File: src/rtl/chipsum_pkg.sv
package chipsum_pkg;

    // One bit per source on the chip input.
    typedef enum logic {
        CHIP_NEG = 1'b0,   // -1 chip
        CHIP_POS = 1'b1    // +1 chip
    } chip_e;

    // Number of binary-tree levels needed to reduce n leaves to one node.
    function automatic int unsigned tree_levels(input int unsigned n);
        int unsigned lv;
        lv = 0;
        for (int i = 0; i < 31; i++) begin
            if ((32'd1 << i) < n) lv = i + 1;
        end
        return lv;
    endfunction

    // Bits needed to hold any count from 0 to n.
    function automatic int unsigned count_width(input int unsigned n);
        int unsigned w;
        w = tree_levels(n + 1);
        return (w == 0) ? 1 : w;
    endfunction

endpackage

File: src/rtl/chipsum_ingest.sv
module chipsum_ingest
    import chipsum_pkg::*;
#(
    parameter int unsigned N = 16,
    parameter int unsigned P = 16,
    parameter int unsigned W = 5
) (
    input  logic             clk,
    input  logic             rst,
    input  logic             in_valid,
    input  logic [N-1:0]     in_chips,
    output logic             out_valid,
    output logic [P*W-1:0]   leaves
);

    logic [P*W-1:0] leaves_d;

    for (genvar i = 0; i < P; i++) begin : g_lane
        if (i < N) begin : g_live
            assign leaves_d[i*W +: W] = W'(chip_e'(in_chips[i]) == CHIP_POS);
        end else begin : g_pad
            // Lanes beyond N behave as sources fixed at -1.
            assign leaves_d[i*W +: W] = '0;
        end
    end

    always_ff @(posedge clk) begin
        if (rst) begin
            out_valid <= 1'b0;
            leaves    <= '0;
        end else begin
            out_valid <= in_valid;
            leaves    <= leaves_d;
        end
    end

    logic [W-1:0] leaf_total;
    always_comb begin
        leaf_total = '0;
        for (int i = 0; i < P; i++) leaf_total += leaves[i*W +: W];
    end

    // registered leaves carry exactly the positive-chip count of the input
    p_ingest_popcount_r1: assert property (@(posedge clk) disable iff (rst)
        !$past(rst) |-> (32'(leaf_total) == $past($countones(in_chips))));

    // valid moves one stage per cycle
    p_ingest_valid_r6: assert property (@(posedge clk) disable iff (rst)
        !$past(rst) |-> (out_valid == $past(in_valid)));

endmodule

File: src/rtl/chipsum_adder_level.sv
module chipsum_adder_level #(
    parameter int unsigned NODES_IN = 2,
    parameter int unsigned W        = 2
) (
    input  logic                        clk,
    input  logic                        rst,
    input  logic                        in_valid,
    input  logic [NODES_IN*W-1:0]       in_nodes,
    output logic                        out_valid,
    output logic [(NODES_IN/2)*W-1:0]   out_nodes
);

    localparam int unsigned NODES_OUT = NODES_IN / 2;

    logic [NODES_OUT*W-1:0] sums_d;

    for (genvar j = 0; j < NODES_OUT; j++) begin : g_pair
        assign sums_d[j*W +: W] = in_nodes[(2*j)*W +: W] + in_nodes[(2*j+1)*W +: W];
    end

    always_ff @(posedge clk) begin
        if (rst) begin
            out_valid <= 1'b0;
            out_nodes <= '0;
        end else begin
            out_valid <= in_valid;
            out_nodes <= sums_d;
        end
    end

    logic [W-1:0] total_in, total_out;
    always_comb begin
        total_in = '0;
        for (int i = 0; i < NODES_IN; i++) total_in += in_nodes[i*W +: W];
        total_out = '0;
        for (int i = 0; i < NODES_OUT; i++) total_out += out_nodes[i*W +: W];
    end

    // a tree level neither loses nor invents positive chips
    p_level_conserve_r1: assert property (@(posedge clk) disable iff (rst)
        !$past(rst) |-> (total_out == $past(total_in)));

    // valid advances with its data by one cycle
    p_level_valid_r6: assert property (@(posedge clk) disable iff (rst)
        !$past(rst) |-> (out_valid == $past(in_valid)));

endmodule

File: src/rtl/chipsum_top.sv
module chipsum_top
    import chipsum_pkg::*;
#(
    parameter int unsigned N = 16
) (
    input  logic                        clk,
    input  logic                        rst,
    input  logic                        chip_valid,
    input  logic [N-1:0]                chip_vec,
    output logic                        sum_valid,
    output logic [count_width(N)-1:0]   sum_count
);

    localparam int unsigned LEVELS = tree_levels(N);
    localparam int unsigned P      = 1 << LEVELS;
    localparam int unsigned W      = count_width(N);

    logic           leaf_v;
    logic [P*W-1:0] leaves;

    chipsum_ingest #(.N(N), .P(P), .W(W)) u_ingest (
        .clk      (clk),
        .rst      (rst),
        .in_valid (chip_valid),
        .in_chips (chip_vec),
        .out_valid(leaf_v),
        .leaves   (leaves)
    );

    for (genvar k = 0; k < LEVELS; k++) begin : g_lvl
        localparam int unsigned NIN = P >> k;
        logic [NIN*W-1:0]     src_nodes;
        logic                 src_v;
        logic [(NIN/2)*W-1:0] nodes;
        logic                 v;

        if (k == 0) begin : g_first
            assign src_nodes = leaves;
            assign src_v     = leaf_v;
        end else begin : g_next
            assign src_nodes = g_lvl[k-1].nodes;
            assign src_v     = g_lvl[k-1].v;
        end

        chipsum_adder_level #(.NODES_IN(NIN), .W(W)) u_add (
            .clk      (clk),
            .rst      (rst),
            .in_valid (src_v),
            .in_nodes (src_nodes),
            .out_valid(v),
            .out_nodes(nodes)
        );
    end

    if (LEVELS == 0) begin : g_single
        assign sum_count = leaves;
        assign sum_valid = leaf_v;
    end else begin : g_tree
        assign sum_count = g_lvl[LEVELS-1].nodes;
        assign sum_valid = g_lvl[LEVELS-1].v;
    end

    // the broadcast count stays within the number of sources
    p_count_bound_r8: assert property (@(posedge clk) disable iff (rst)
        sum_valid |-> (32'(sum_count) <= N));

    // a reset edge leaves the result bus idle and zero
    p_reset_clear_r7: assert property (@(posedge clk) disable iff (rst)
        $past(rst) |-> (!sum_valid && (sum_count == '0)));

endmodule

File: config.mk
export PLATFORM = sky130hd
export DESIGN_NAME = chipsum_top
export DESIGN_NICKNAME = d
export VERILOG_FILES = /design/src/rtl/chipsum_pkg.sv /design/src/rtl/chipsum_ingest.sv /design/src/rtl/chipsum_adder_level.sv /design/src/rtl/chipsum_top.sv
export SDC_FILE = /design/constraint.sdc
export NUM_CORES = 1
export LEC_CHECK = 0
export BUFFER_PORTS_ARGS = -buffer_cell sky130_fd_sc_hd__buf_2
export CORE_MARGIN = 3
export CORE_UTILIZATION = 40
export CTS_CLUSTER_DIAMETER = 40
export CTS_CLUSTER_SIZE = 14
export DETAILED_ROUTE_END_ITERATION = 8
export GPL_ROUTABILITY_DRIVEN = 0
export PLACE_DENSITY = 0.67
export SYNTH_ARGS = -nofsm -noshare
export SYNTH_HDL_FRONTEND = slang
export SYNTH_SLANG_ARGS = --single-unit
File: constraint.sdc
create_clock -name clk -period 1.69 [get_ports clk]
set_input_delay 0.169 -clock clk [delete_from_list [all_inputs] [get_ports clk]]
set_output_delay 0.169 -clock clk [all_outputs]
set_load 0.05 [all_outputs]
==> impl_metrics.env <==
export IMPL_cts_made_buffers=9
export IMPL_cts_max_path_buffers=2
export IMPL_cts_resized=0
export IMPL_crit_chain="ha_1 > a21o_1 > a21oi_2 > mux2_1"
export IMPL_root_buffer="clkbuf_8"
export IMPL_cp_max_fo=2
export IMPL_num_antenna_cells=0
export IMPL_grt_antenna_before_repair=0
export IMPL_slowest_delay_ns=0.33
export IMPL_die_area_mm2=0.00644
export IMPL_power_density_mw_per_mm2=1080
export IMPL_synth_cells=189
export IMPL_yosysSeqAreaShare_pct=56.3
export IMPL_groute_usage_overall_pct=9.92
export IMPL_hpwlAfterDp_mm=1.78
export IMPL_utilization_pct=49.0
export IMPL_htreeDepth=3
export IMPL_ir_worst_vdd_mv=0.496
export IMPL_worst_setup_path_end_kind="flop"
export IMPL_die_w_um=80.2
export IMPL_hp_class="in -> reg"
export IMPL_drt_first_pass_iters=4
export IMPL_drive_above_1_share_pct=17.6
export IMPL_critPathSlowestCell="mux2_1"
export IMPL_rsz0062_at_grt="no"
export IMPL_drt_iter0_markers=25
export IMPL_final_cells=291
export IMPL_die_h_um=80.2
export IMPL_grt_overflow_total=0
export IMPL_cts_tree="done"
export IMPL_synthAdderAreaFrac_pct=18.8
export IMPL_synth_top_area_cell="dfxtp_1"
export IMPL_grt_pass1_wl_mm=4.74
export IMPL_min_path_cells=2
export IMPL_synth_compound_area_share_pct=2.33
export IMPL_yosysWarnings=0
export IMPL_setup_viol=0
export IMPL_wirelength_mm=2.49
export IMPL_cp_arrival_ns=1.54
export IMPL_vias=1199
export IMPL_crit_family="multiplexers"
export IMPL_cp_required_ns=1.89
export IMPL_worst_clock_skew_ns=0.00553
export IMPL_ios=25
export IMPL_synth_xor_area_share_pct=0.795
export IMPL_layout_nets=267
export IMPL_antenna_left=0
export IMPL_start_util_pct=42.4
export IMPL_numPortBuffers=24
export IMPL_syn_num_nets=237
export IMPL_timing_final_crit_period_ns=1.35
export IMPL_worst_path_buf_inv=0
export IMPL_postCtsHoldBufs=0
export IMPL_maxCapViolations=0
export IMPL_synthDistinctLibCells=17
export IMPL_max_freq_mhz=743
export IMPL_crit_cells=4
export IMPL_final_hold_violation_count=0
export IMPL_slew_headroom_pct=81.2
export IMPL_synth_top_family_by_area="adder cells"
export IMPL_muxShareOfSynthArea_pct=0.511
export IMPL_synthTopCellsByArea="dfxtp_1 56%, nor2b_1 14%, ha_1 12%"
export IMPL_area_growth_pct=15.8
export IMPL_grt_pass1_vias=1216
export IMPL_critPathLaunchType="flop"
export IMPL_via_per_inst=4.12
export IMPL_outcome="completed"
export IMPL_yosys_area_share_simple_pct=16.8
export IMPL_dp_cells=278
export IMPL_crit_type="reg -> reg"
export IMPL_syn_area_per_cell_um2=11.7
export IMPL_power_uw=2760
export IMPL_yosys_area_top_type_share_pct=56.3
export IMPL_coreArea_mm2=0.00520
export IMPL_rows=26
export IMPL_slew_viol_final=0
export IMPL_period_share_pct=79.6
export IMPL_cts_sinks=62
export IMPL_path_clk_slew_ns=0.06
export IMPL_drcViolationCount=0
export IMPL_insertion_delay_ns=0.31
export IMPL_leakage_uw=0.00116
export IMPL_worst_pin_slew_ns=0.282
export IMPL_synth_area_mm2=0.00220
export IMPL_cts_setup_buffers=0
export IMPL_ys_seq_elements=62
export IMPL_grt_start_max_net_pins=30
export IMPL_drt_wirelength_per_cell_um=8.54
export IMPL_tns_ns=0
export IMPL_r2r_cells=4
==> sequential cells by signal (all words and copies together), names as in the netlist <==
register,count
g_lvl.u_add.out_nodes,41
g_lvl.u_add.out_valid,4
u_ingest.leaves,16
u_ingest.out_valid,1
==> power breakdown <==
| group | switching, µW | internal, µW |
|---|---|---|
| Clock | 474 | 588 |
| Combinational | 78.2 | 75.0 |
| Sequential | 19.4 | 1530 |
| Total | 572 | 2190 |
==> layout make-up <==
cell class,count,area (µm²)
fillers,507,2650
flip-flops and latches,62,1240
multi-input cells,104,866
clock buffers,12,155
repair buffers,26,135
well taps,70,87.6
inverters,16,60.1
clock inverters,1,7.51
==> synth_stat cells <==
cell      instances
dfxtp_1          62
nor2b_1          50
ha_1             22
inv_1            16
nor2_1           12
fa_1              7
buf_2             5
a21o_1            3
a21oi_1           3
xor2_1            2
a21oi_2           1
and2b_1           1
buf_4             1
clkbuf_2          1
mux2_1            1
nor3_1            1
o21ai_0           1
==> routing by layer <==
metal / GRT usage [%] / vias up / share of wire (%)
met3: 3.70 / 6 / 5.5
met1: 9.98 / 530 / 45
met5: 0 / - / 0
li1: - / 637 / -
met4: 8.11 / 0 / 1.8
met2: 16.2 / 26 / 47
==> cells by family (layout without fill, tap and decap cells) <==
| kind of cell | Yosys count | count (layout) |
|---|---|---|
| buffers and inverters | 23 | 55 |
| xor gates and xnor gates | 2 | 2 |
| AOI/OAI and AO/OA | 8 | 8 |
| DFF | 62 | 62 |
| muxes | 1 | 1 |
| adders and majority gates | 29 | 29 |
| and+or+nand+nor | 64 | 64 |
==> layout by cell type (no fill, tap or decap), types with 2 or more instances in the layout <==
cell	instances
dfxtp_1	62
nor2b_1	50
buf_2	24
ha_1	22
inv_1	16
nor2_1	12
clkbuf_8	11
fa_1	7
a21o_1	3
a21oi_1	3
xor2_1	2
buf_4	2
==> final timing paths <==
kind / startpoint / endpoint / slack (ns)
setup reg to reg: g_lvl[2].u_add.out_nodes[1] / g_lvl[3].u_add.out_nodes[3] / 0.34
setup / recovery: g_lvl[2].u_add.out_nodes[1] / g_lvl[3].u_add.out_nodes[3] / 0.34
hold reg to reg: g_lvl[2].u_add.out_valid / g_lvl[3].u_add.out_valid / 0.44
hold / removal: chip_valid / u_ingest.out_valid / 0.06
==> through the flow <==
step / instance area, µm² / setup slack [ns] / hold slack [ns]
2_1_floorplan: 2200 / 0.409 / 0.297
3_3_place_gp: 2390 / 0.382 / 0.378
3_5_place_dp: 2390 / 0.343 / 0.381
4_1_cts: 2550 / 0.336 / 0.0422
5_1_grt: 2550 / 0.235 / 0.0400
6_report: 2550 / 0.345 / 0.0615
(Power assumes the default switching activity.)
